## config.mk

```make
export PLATFORM = sky130hd
export DESIGN_NAME = msi_src_decoder
export DESIGN_NICKNAME = d
export VERILOG_FILES = /design/src/rtl/msi_dec_pkg.sv /design/src/rtl/msi_dec_ctrl.sv /design/src/rtl/msi_dec_dp.sv /design/src/rtl/msi_src_decoder.sv
export SDC_FILE = /design/constraint.sdc
export NUM_CORES = 1
export LEC_CHECK = 0
export BUFFER_PORTS_ARGS = -buffer_cell sky130_fd_sc_hd__buf_2
export CAP_MARGIN = 10
export CORE_MARGIN = 2
export CORE_UTILIZATION = 46
export DETAILED_ROUTE_END_ITERATION = 10
export PLACE_DENSITY_LB_ADDON = 0.3
export SYNTH_ARGS = -nofsm -noshare
export SYNTH_HDL_FRONTEND = slang
export SYNTH_SLANG_ARGS = --single-unit
```

## constraint.sdc

```tcl
create_clock -name clk -period 4.1 [get_ports clk]
set_clock_uncertainty 0.15 [all_clocks]
set_input_delay 0 -clock clk [delete_from_list [all_inputs] [get_ports clk]]
set_output_delay 0 -clock clk [all_outputs]
set_load 0.02 [all_outputs]
```

## src/rtl/msi_dec_pkg.sv

```systemverilog
package msi_dec_pkg;

  localparam int SRC_IDX_W = 16;

  // strobes from the control FSM to the datapath
  typedef struct packed {
    logic capture;   // latch the selected index and partition
    logic useInj;    // index comes from the injection value
    logic emitIrq;   // raise the interrupt pulse
    logic emitOob;   // raise the out-of-range error
    logic emitPeErr; // raise the partition mismatch error
    logic issueRd;   // start a vector-entry read
    logic dropLock;  // clear the injection lock
  } ctl_strobe_t;

  typedef enum logic {
    ST_IDLE = 1'b0,
    ST_WAIT = 1'b1
  } dec_state_e;

  function automatic logic [SRC_IDX_W-1:0] formIndex(input logic [63:0] addr,
                                                      input logic [15:0] data);
    formIndex = addr[19:4] | {11'b0, data[4:0]};
  endfunction

endpackage

```

## src/rtl/msi_dec_ctrl.sv

```systemverilog
module msi_dec_ctrl
  import msi_dec_pkg::*;
(
  input  logic        clk,
  input  logic        rstN,
  input  logic        reqValid,
  input  logic        reqPeValid,
  input  logic        injValid,
  input  logic        rdValid,
  input  logic        newInRange,
  input  logic        peMatch,
  output logic        reqReady,
  output logic        injReady,
  output ctl_strobe_t strobe
);

  dec_state_e state, stateNext;
  logic injAccept, reqAccept;

  assign injReady  = (state == ST_IDLE);
  assign reqReady  = (state == ST_IDLE) && !injValid;
  assign injAccept = injValid && injReady;
  assign reqAccept = reqValid && reqReady;

  always_comb begin
    strobe    = '0;
    stateNext = state;
    case (state)
      ST_IDLE: begin
        if (injAccept) begin
          strobe.capture  = 1'b1;
          strobe.useInj   = 1'b1;
          strobe.dropLock = 1'b1;
          strobe.emitIrq  = newInRange;
          strobe.emitOob  = !newInRange;
        end else if (reqAccept) begin
          strobe.capture = 1'b1;
          if (!newInRange) begin
            strobe.emitOob = 1'b1;
          end else if (!reqPeValid) begin
            strobe.emitIrq = 1'b1;
          end else begin
            strobe.issueRd = 1'b1;
            stateNext      = ST_WAIT;
          end
        end
      end
      ST_WAIT: begin
        if (rdValid) begin
          strobe.emitIrq   = peMatch;
          strobe.emitPeErr = !peMatch;
          stateNext        = ST_IDLE;
        end
      end
      default: stateNext = ST_IDLE;
    endcase
  end

  always_ff @(posedge clk) begin
    if (!rstN) state <= ST_IDLE;
    else       state <= stateNext;
  end

endmodule

```

## src/rtl/msi_dec_dp.sv

```systemverilog
module msi_dec_dp
  import msi_dec_pkg::*;
#(
  parameter int MAX_SRC = 2048,
  parameter int PE_W    = 8,
  parameter int BASE_W  = 24,
  parameter int CFG_W   = 32
) (
  input  logic                 clk,
  input  logic                 rstN,
  input  ctl_strobe_t          strobe,
  input  logic                 cfgWrite,
  input  logic [BASE_W-1:0]    cfgBase,
  input  logic [CFG_W-1:0]     cfgCount,
  input  logic [63:0]          reqAddr,
  input  logic [15:0]          reqData,
  input  logic [PE_W-1:0]      reqPe,
  input  logic [63:0]          injValue,
  input  logic                 lockSet,
  input  logic [PE_W-1:0]      rdPe,
  output logic                 newInRange,
  output logic                 peMatch,
  output logic                 injLock,
  output logic                 rdReq,
  output logic [SRC_IDX_W-1:0] rdIdx,
  output logic                 irqPulse,
  output logic [SRC_IDX_W-1:0] irqSrc,
  output logic [BASE_W-1:0]    irqNum,
  output logic                 errOob,
  output logic                 errPe
);

  localparam int CNT_W = $clog2(MAX_SRC + 1);
  localparam int CMP_W = (CNT_W > SRC_IDX_W) ? CNT_W : SRC_IDX_W;

  logic [CNT_W-1:0]     srcCount;
  logic [BASE_W-1:0]    srcBase;
  logic [SRC_IDX_W-1:0] selIdx, heldIdx, outIdx;
  logic [PE_W-1:0]      heldPe;
  logic [CNT_W-1:0]     clampedCount;

  assign selIdx = strobe.useInj ? formIndex(injValue, 16'h0000)
                                : formIndex(reqAddr, reqData);

  assign newInRange = CMP_W'(selIdx) < CMP_W'(srcCount);
  assign peMatch    = (rdPe == heldPe);
  assign outIdx     = strobe.capture ? selIdx : heldIdx;
  assign rdIdx      = heldIdx;

  assign clampedCount = (cfgCount > CFG_W'(MAX_SRC)) ? CNT_W'(MAX_SRC)
                                                     : cfgCount[CNT_W-1:0];

  always_ff @(posedge clk) begin
    if (!rstN) begin
      srcCount <= '0;
      srcBase  <= '0;
    end else if (cfgWrite) begin
      srcCount <= clampedCount;
      srcBase  <= cfgBase;
    end
  end

  always_ff @(posedge clk) begin
    if (!rstN) begin
      heldIdx <= '0;
      heldPe  <= '0;
    end else if (strobe.capture) begin
      heldIdx <= selIdx;
      heldPe  <= reqPe;
    end
  end

  always_ff @(posedge clk) begin
    if (!rstN) begin
      irqPulse <= 1'b0;
      irqSrc   <= '0;
      irqNum   <= '0;
      errOob   <= 1'b0;
      errPe    <= 1'b0;
      rdReq    <= 1'b0;
    end else begin
      irqPulse <= strobe.emitIrq;
      errOob   <= strobe.emitOob;
      errPe    <= strobe.emitPeErr;
      rdReq    <= strobe.issueRd;
      if (strobe.emitIrq) begin
        irqSrc <= outIdx;
        irqNum <= srcBase + BASE_W'(outIdx);
      end
    end
  end

  always_ff @(posedge clk) begin
    if (!rstN)                injLock <= 1'b0;
    else if (strobe.dropLock) injLock <= 1'b0;
    else if (lockSet)         injLock <= 1'b1;
  end

endmodule

```

## src/rtl/msi_src_decoder.sv

```systemverilog
module msi_src_decoder
  import msi_dec_pkg::*;
#(
  parameter int MAX_SRC = 2048,
  parameter int PE_W    = 8,
  parameter int BASE_W  = 24,
  parameter int CFG_W   = 32
) (
  input  logic              clk,
  input  logic              rstN,
  input  logic              cfgWrite,
  input  logic [BASE_W-1:0] cfgBase,
  input  logic [CFG_W-1:0]  cfgCount,
  input  logic              reqValid,
  output logic              reqReady,
  input  logic [63:0]       reqAddr,
  input  logic [15:0]       reqData,
  input  logic              reqPeValid,
  input  logic [PE_W-1:0]   reqPe,
  input  logic              injValid,
  output logic              injReady,
  input  logic [63:0]       injValue,
  input  logic              lockSet,
  output logic              injLock,
  output logic              rdReq,
  output logic [15:0]       rdIdx,
  input  logic              rdValid,
  input  logic [PE_W-1:0]   rdPe,
  output logic              irqPulse,
  output logic [15:0]       irqSrc,
  output logic [BASE_W-1:0] irqNum,
  output logic              errOob,
  output logic              errPe
);

  ctl_strobe_t strobe;
  logic newInRange, peMatch;

  msi_dec_ctrl u_ctrl (
    .clk        (clk),
    .rstN       (rstN),
    .reqValid   (reqValid),
    .reqPeValid (reqPeValid),
    .injValid   (injValid),
    .rdValid    (rdValid),
    .newInRange (newInRange),
    .peMatch    (peMatch),
    .reqReady   (reqReady),
    .injReady   (injReady),
    .strobe     (strobe)
  );

  msi_dec_dp #(
    .MAX_SRC (MAX_SRC),
    .PE_W    (PE_W),
    .BASE_W  (BASE_W),
    .CFG_W   (CFG_W)
  ) u_dp (
    .clk        (clk),
    .rstN       (rstN),
    .strobe     (strobe),
    .cfgWrite   (cfgWrite),
    .cfgBase    (cfgBase),
    .cfgCount   (cfgCount),
    .reqAddr    (reqAddr),
    .reqData    (reqData),
    .reqPe      (reqPe),
    .injValue   (injValue),
    .lockSet    (lockSet),
    .rdPe       (rdPe),
    .newInRange (newInRange),
    .peMatch    (peMatch),
    .injLock    (injLock),
    .rdReq      (rdReq),
    .rdIdx      (rdIdx),
    .irqPulse   (irqPulse),
    .irqSrc     (irqSrc),
    .irqNum     (irqNum),
    .errOob     (errOob),
    .errPe      (errPe)
  );

endmodule

```

-- Word-level counts from Yosys, hierarchy flattened
Cells that the tools add are included.
- reductions and logical operators: 9
- eq/ne operators: 1
- add/subtract/negate cells: 1
- bitwise operators: 3
- magnitude comparators: 2
- mux-type cells: 21
- operator list (cell ; count):
    $gt A32 B12 Y1 const B ; 1
    $mux W16 ; 2
    $add A24 B16 Y24 ; 1
    $lt A16 B12 Y1 ; 1
    $or A16 B5 Y16 ; 1
    $mux W1 ; 13
    $mux W12 ; 1
    $eq A8 B8 Y1 ; 1
    $mux W2 ; 3
    $pmux W1 S2 ; 2
    $reduce_or A2 Y1 ; 2
    $logic_and A1 B1 Y1 ; 3
    $logic_not A1 Y1 ; 3
    $reduce_and A3 Y1 ; 1
    $not A1 Y1 ; 2
- register bits after elaboration: 106
- output and inout port bits: 63

-- Longest topological paths before layout
- depth in word-level cells: 12
- depth in mapped cells: 17

-- Modules after synthesis
From an unflattened synthesis, not the netlist that was laid out.
- cell total of the unflattened synthesis: 626
- area, all modules: 5522.8 um2
- modules (own cells, without submodules) (module ; instances ; area an instance (um2) ; cells each):
    msi_dec_dp ; 1 ; 5412.7 ; 609
    msi_dec_ctrl ; 1 ; 110.1 ; 17

-- Worst setup path after synthesis
No wires, ideal clock.
- path type: register -> register
- from: reg u_ctrl.state
- to: reg u_dp.irqNum[17]
- arrival time: 3.354 ns
- cell stages (with the launch flop): 16
- setup slack: 0.474 ns
- path through: dfxtp_1 > clkbuf_2 > nor2b_1 > clkbuf_1 > buf_1 > mux2_2 > nand2_1 > nand2_1 > ha_1 > nand2_1 > o21ai_0 > o2bb2ai_1 > nor2_1 > or3_1 > and3_1 > a311o_1
- RTL lines (what ; RTL line ; RTL):
    from (decl) ; msi_dec_ctrl.sv:17 ; dec_state_e state, stateNext;
    from (signal assigned) ; msi_dec_ctrl.sv:61 ; else state <= stateNext;
    $not A1 Y1 ; msi_dec_ctrl.sv:20, msi_dec_ctrl.sv:21 ;
    $logic_and A1 B1 Y1 ; msi_dec_ctrl.sv:21 ; assign reqReady = (state == ST_IDLE) && !injValid;
    $logic_and A1 B1 Y1 ; msi_dec_ctrl.sv:23 ; assign reqAccept = reqValid && reqReady;
    $mux W1 ; msi_dec_ctrl.sv:36 ; end else if (reqAccept) begin
    $mux W1 ; msi_dec_ctrl.sv:30 ; if (injAccept) begin
    $mux W2 (*) ; msi_dec_ctrl.sv:28 ; case (state)
    $mux W16 (*) ; msi_dec_dp.sv:47 ; assign outIdx = strobe.capture ? selIdx : heldIdx;
    named net u_dp.outIdx[8] ; msi_dec_dp.sv:38 ; logic [SRC_IDX_W-1:0] selIdx, heldIdx, outIdx;
    $add A24 B16 Y24 (*) ; msi_dec_dp.sv:88 ; irqNum <= srcBase + BASE_W'(outIdx);
    to (signal assigned) ; msi_dec_dp.sv:88 ;
    to (decl) ; msi_dec_dp.sv:28 ; output logic [BASE_W-1:0] irqNum,
Mark *: on every way through the listed nets, which the timed path passes. The rest lies on a longest branch.
A chain may end at the register's enable or synchronous reset.

-- Worst setup path after layout
- from: in injValid
- to: reg u_dp.irqNum[17]
- RTL lines (what ; RTL line ; RTL):
    from (decl) ; msi_src_decoder.sv:20 ; input logic injValid,
    $logic_not A1 Y1 ; msi_dec_ctrl.sv:21 ;
    $logic_and A1 B1 Y1 ; msi_dec_ctrl.sv:21 ;
    $logic_and A1 B1 Y1 ; msi_dec_ctrl.sv:23 ;
    $mux W1 ; msi_dec_ctrl.sv:36 ;
    $mux W1 ; msi_dec_ctrl.sv:30 ;
    $mux W2 (*) ; msi_dec_ctrl.sv:28 ;
    $mux W16 (*) ; msi_dec_dp.sv:47 ;
    named net u_dp.outIdx[6] ; msi_dec_dp.sv:38 ;
    $add A24 B16 Y24 (*) ; msi_dec_dp.sv:88 ;
Marks and branches as above.

==> impl_metrics.py <==
metrics = {
    "status": {
        "status": "completed",
    },
    "global_route": {
        "grt.overflow.total": 0,
        "track_usage_pct": 23.54,
        "grt_max_degree": 70,
        "grt_pass1_wl_um": 24420,
        "antenna_found_initial": 0,
        "first_global_vias": 5175,
    },
    "setup_path": {
        "critPathTopFamily": "simple AND/OR/NAND/NOR gates",
        "r2r_slack_ns": 0.26,
        "cpPeakStageDelay_ns": 0.55,
        "crit_buf_inv": 3,
        "cp_max_fo": 12,
        "path_cells": "dlygate4sd3_1, buf_2, nor2b_4, buf_4, mux2_2, nand2_1, nand2_1, ha_1, a21oi_1, o21ai_0, o2bb2ai_1, nor2_1, or3_1, and3_1, a311o_1",
        "crit_top_cell": "nand2_1",
        "slowest_stage": "dlygate4sd3_1",
        "crit_type": "input pin to flip-flop",
        "critical_path.startpoint_type": "input pin",
        "cp.arrival_ns": 4.02,
        "endpoint_kind": "flip-flop",
        "cp.required_ns": 4.18,
    },
    "synth": {
        "postSynthCellCount": 644,
        "synth_compound_area_share_pct": 15.04,
        "synthAdderAreaFrac_pct": 6.305,
        "ys_seq_area_share_pct": 37.39,
        "ys_warn_count": 0,
        "yosysTopAreaCell": "dfxtp_1",
        "synth_edf_count": 0,
        "synth_top_family_by_area": "simple AND/OR/NAND/NOR gates",
        "yosys-top-cells-area": "dfxtp_1 37%, mux2i_1 9.7%, nor2b_1 6.4%",
        "synth.net_count": 896,
        "muxShareOfSynthArea_pct": 11.09,
        "synth_seq_cells": 106,
        "ys_async_sr_fraction_pct": 0,
        "synth-xor-area-share_pct": 3.241,
        "synthSimpleGateAreaFrac_pct": 22.53,
        "avgSynthCellArea_sq_um": 8.813,
        "ys_types": 63,
        "synth_flop_cell": "dfxtp_1",
        "syn_area_sq_um": 5675,
        "yosysTopAreaCellShare_pct": 37.39,
    },
    "cells_and_area": {
        "final_common_cell": "buf_2",
        "synthToLayoutAreaGrowth_pct": 33.25,
        "utilization_pct": 62.96,
        "fin_nets": 1123,
        "fin_area_sq_um": 7562,
        "drive_gt1_share_pct": 26.14,
        "antenna_cells": 0,
        "layout_common_cells": "179 x buf_2, 106 x dfxtp_1, 80 x nand2_1, 57 x nor2b_1, 55 x mux2i_1",
    },
    "cts": {
        "cts_root_buffer": "clkbuf_16",
        "cts_tree": "built",
        "clock_latency_ns": 0.34,
        "cts_setup_buffers": 0,
        "cts_sinks": 106,
        "cts.path.max_buffers": 2,
        "cts_buffers": 9,
        "clkTransAtPathRegs_ns": 0.07,
        "htree_levels": 3,
    },
    "place": {
        "placed_cell_area_sq_um": 6730,
        "routabilityCongestion": 0.8619,
        "io_buffer_count": 179,
        "hpwl_um": 12010,
    },
    "sta": {
        "min_period_over_period_pct": 96.04,
        "worst_slew_margin_rel_pct": 35.31,
        "setup-tns-final_ns": 0,
        "tightest_slew_ns": 0.9704,
        "drv_slew": 0,
        "finalCriticalPeriod_ns": 3.938,
        "hold_ws_ns": 0.06423,
        "rsz0062_at_grt": "no",
        "final-setup-viol-count": 0,
        "hold_viol": 0,
        "max_freq_ghz": 0.2540,
    },
    "route": {
        "dr.pass1.iters": 4,
        "vias_per_cell": 5.286,
        "wire_per_inst_um": 15.56,
        "drc": 0,
        "via_count": 5408,
        "dr.first_iter.drc_count": 242,
        "ant_nets": 0,
        "totalWireLength_um": 15920,
    },
    "die": {
        "fp.coreArea_sq_um": 12010,
        "rows": 40,
        "die_h_um": 115.1,
        "io_pins": 287,
        "die_area_sq_um": 13240,
        "initial_core_util_pct": 47.25,
        "die_width_um": 115.1,
    },
    "power_and_ir_drop": {
        "leakage_uw": 0.003553,
        "p_total_uw": 2451,
        "powerDensity_nw_per_um2": 324.1,
        "ir_drop_mv": 0.2189,
    },
    "hold_path": {
        "holdCritPathClass": "input pin to flip-flop",
    },
    "run": {
        "maxCapViolCount": 0,
    },
}
==> logic make-up (layout without fill, tap and decap cells) <==
logic type                 after synthesis  in the layout
DFF                                    106            106
and+or+nand+nor                        244            244
buffers and inverters                   56            288
muxes                                   62             62
AOI/OAI and AO/OA                      127            127
xor gates and xnor gates                21             21
adders and majority gates               28             28
==> what timing repair did <==
item                       4_1_cts  5_1_grt
hold buffers                    53        0
hold endpoints to repair        49        0
setup endpoints to repair        0       14
resized for setup                0        2
==> registers in the layout, indices dropped and copies added, names as in the netlist <==
signal         flops
u_ctrl.state       1
u_dp.rdReq         1
u_dp.irqPulse      1
u_dp.irqNum       24
u_dp.injLock       1
u_dp.srcBase      24
u_dp.errPe         1
u_dp.heldPe        8
u_dp.rdIdx        16
u_dp.srcCount     12
u_dp.errOob        1
u_dp.irqSrc       16
==> through the flow <==
step	setup WS, ns	instances
after floorplan	0.4736	644
after global placement	0.1170	954
after detailed placement	0.07706	954
after CTS	0.003951	1023
after global routing	0.03039	1023
final	0.1625	1023
==> worst register-to-register path, delay by kind of cell (launching register included) <==
family                     cells  cell delay [ns]
adders and majority gates      1             0.38
buffers and inverters          1             0.24
and+or+nand+nor                6             1.20
AOI/OAI and AO/OA              4             1.04
DFF                            1             0.34
muxes                          1             0.38
==> synthesized netlist by cell type, drive strengths merged (16+ instances only) <==
cell and count:
nor2b 58, clkbuf 22, nor2 25, xnor2 16
o21ai 38, a21oi 29, dfxtp 106, nand2 80
mux2i 55, and2 23, inv 24, ha 27
==> area by class of cell <==
cell class | instances | area, sq um
fillers | 1041 | 4449
multi-input cells | 482 | 3318
clock buffers | 12 | 236.5
repair buffers | 248 | 1559
inverters | 24 | 90.09
flip-flops and latches | 106 | 2122
well taps | 147 | 183.9
clock inverters | 4 | 52.55
==> routing by layer <==
layer / wire length (um) / global-route usage (%) / part of all wire, %
met4: 231 / 8.273 / 1.5
met5: 0 / 0 / 0
met1: 6947 / 28.04 / 44
met3: 675 / 2.688 / 4.2
met2: 8063 / 43.61 / 51
==> path summary, 6_finish.rpt <==
kind / endpoint / depth (start not counted) / startpoint
max: u_dp.irqNum[17] / 15 / injValid
min: u_dp.rdIdx[8] / 5 / reqAddr[12]
max reg2reg: u_dp.irqNum[17] / 13 / u_ctrl.state
min reg2reg: u_dp.irqNum[7] / 2 / u_dp.irqNum[7]
==> where the power goes <==
group / internal (uW) / switching (uW) / leakage [uW]
combinational: 240 / 270 / 0.00255
sequential: 1070 / 25.2 / 0.000866
clock: 476 / 371 / 0.000141
No activity file was read; power rests on OpenSTA's default activity.
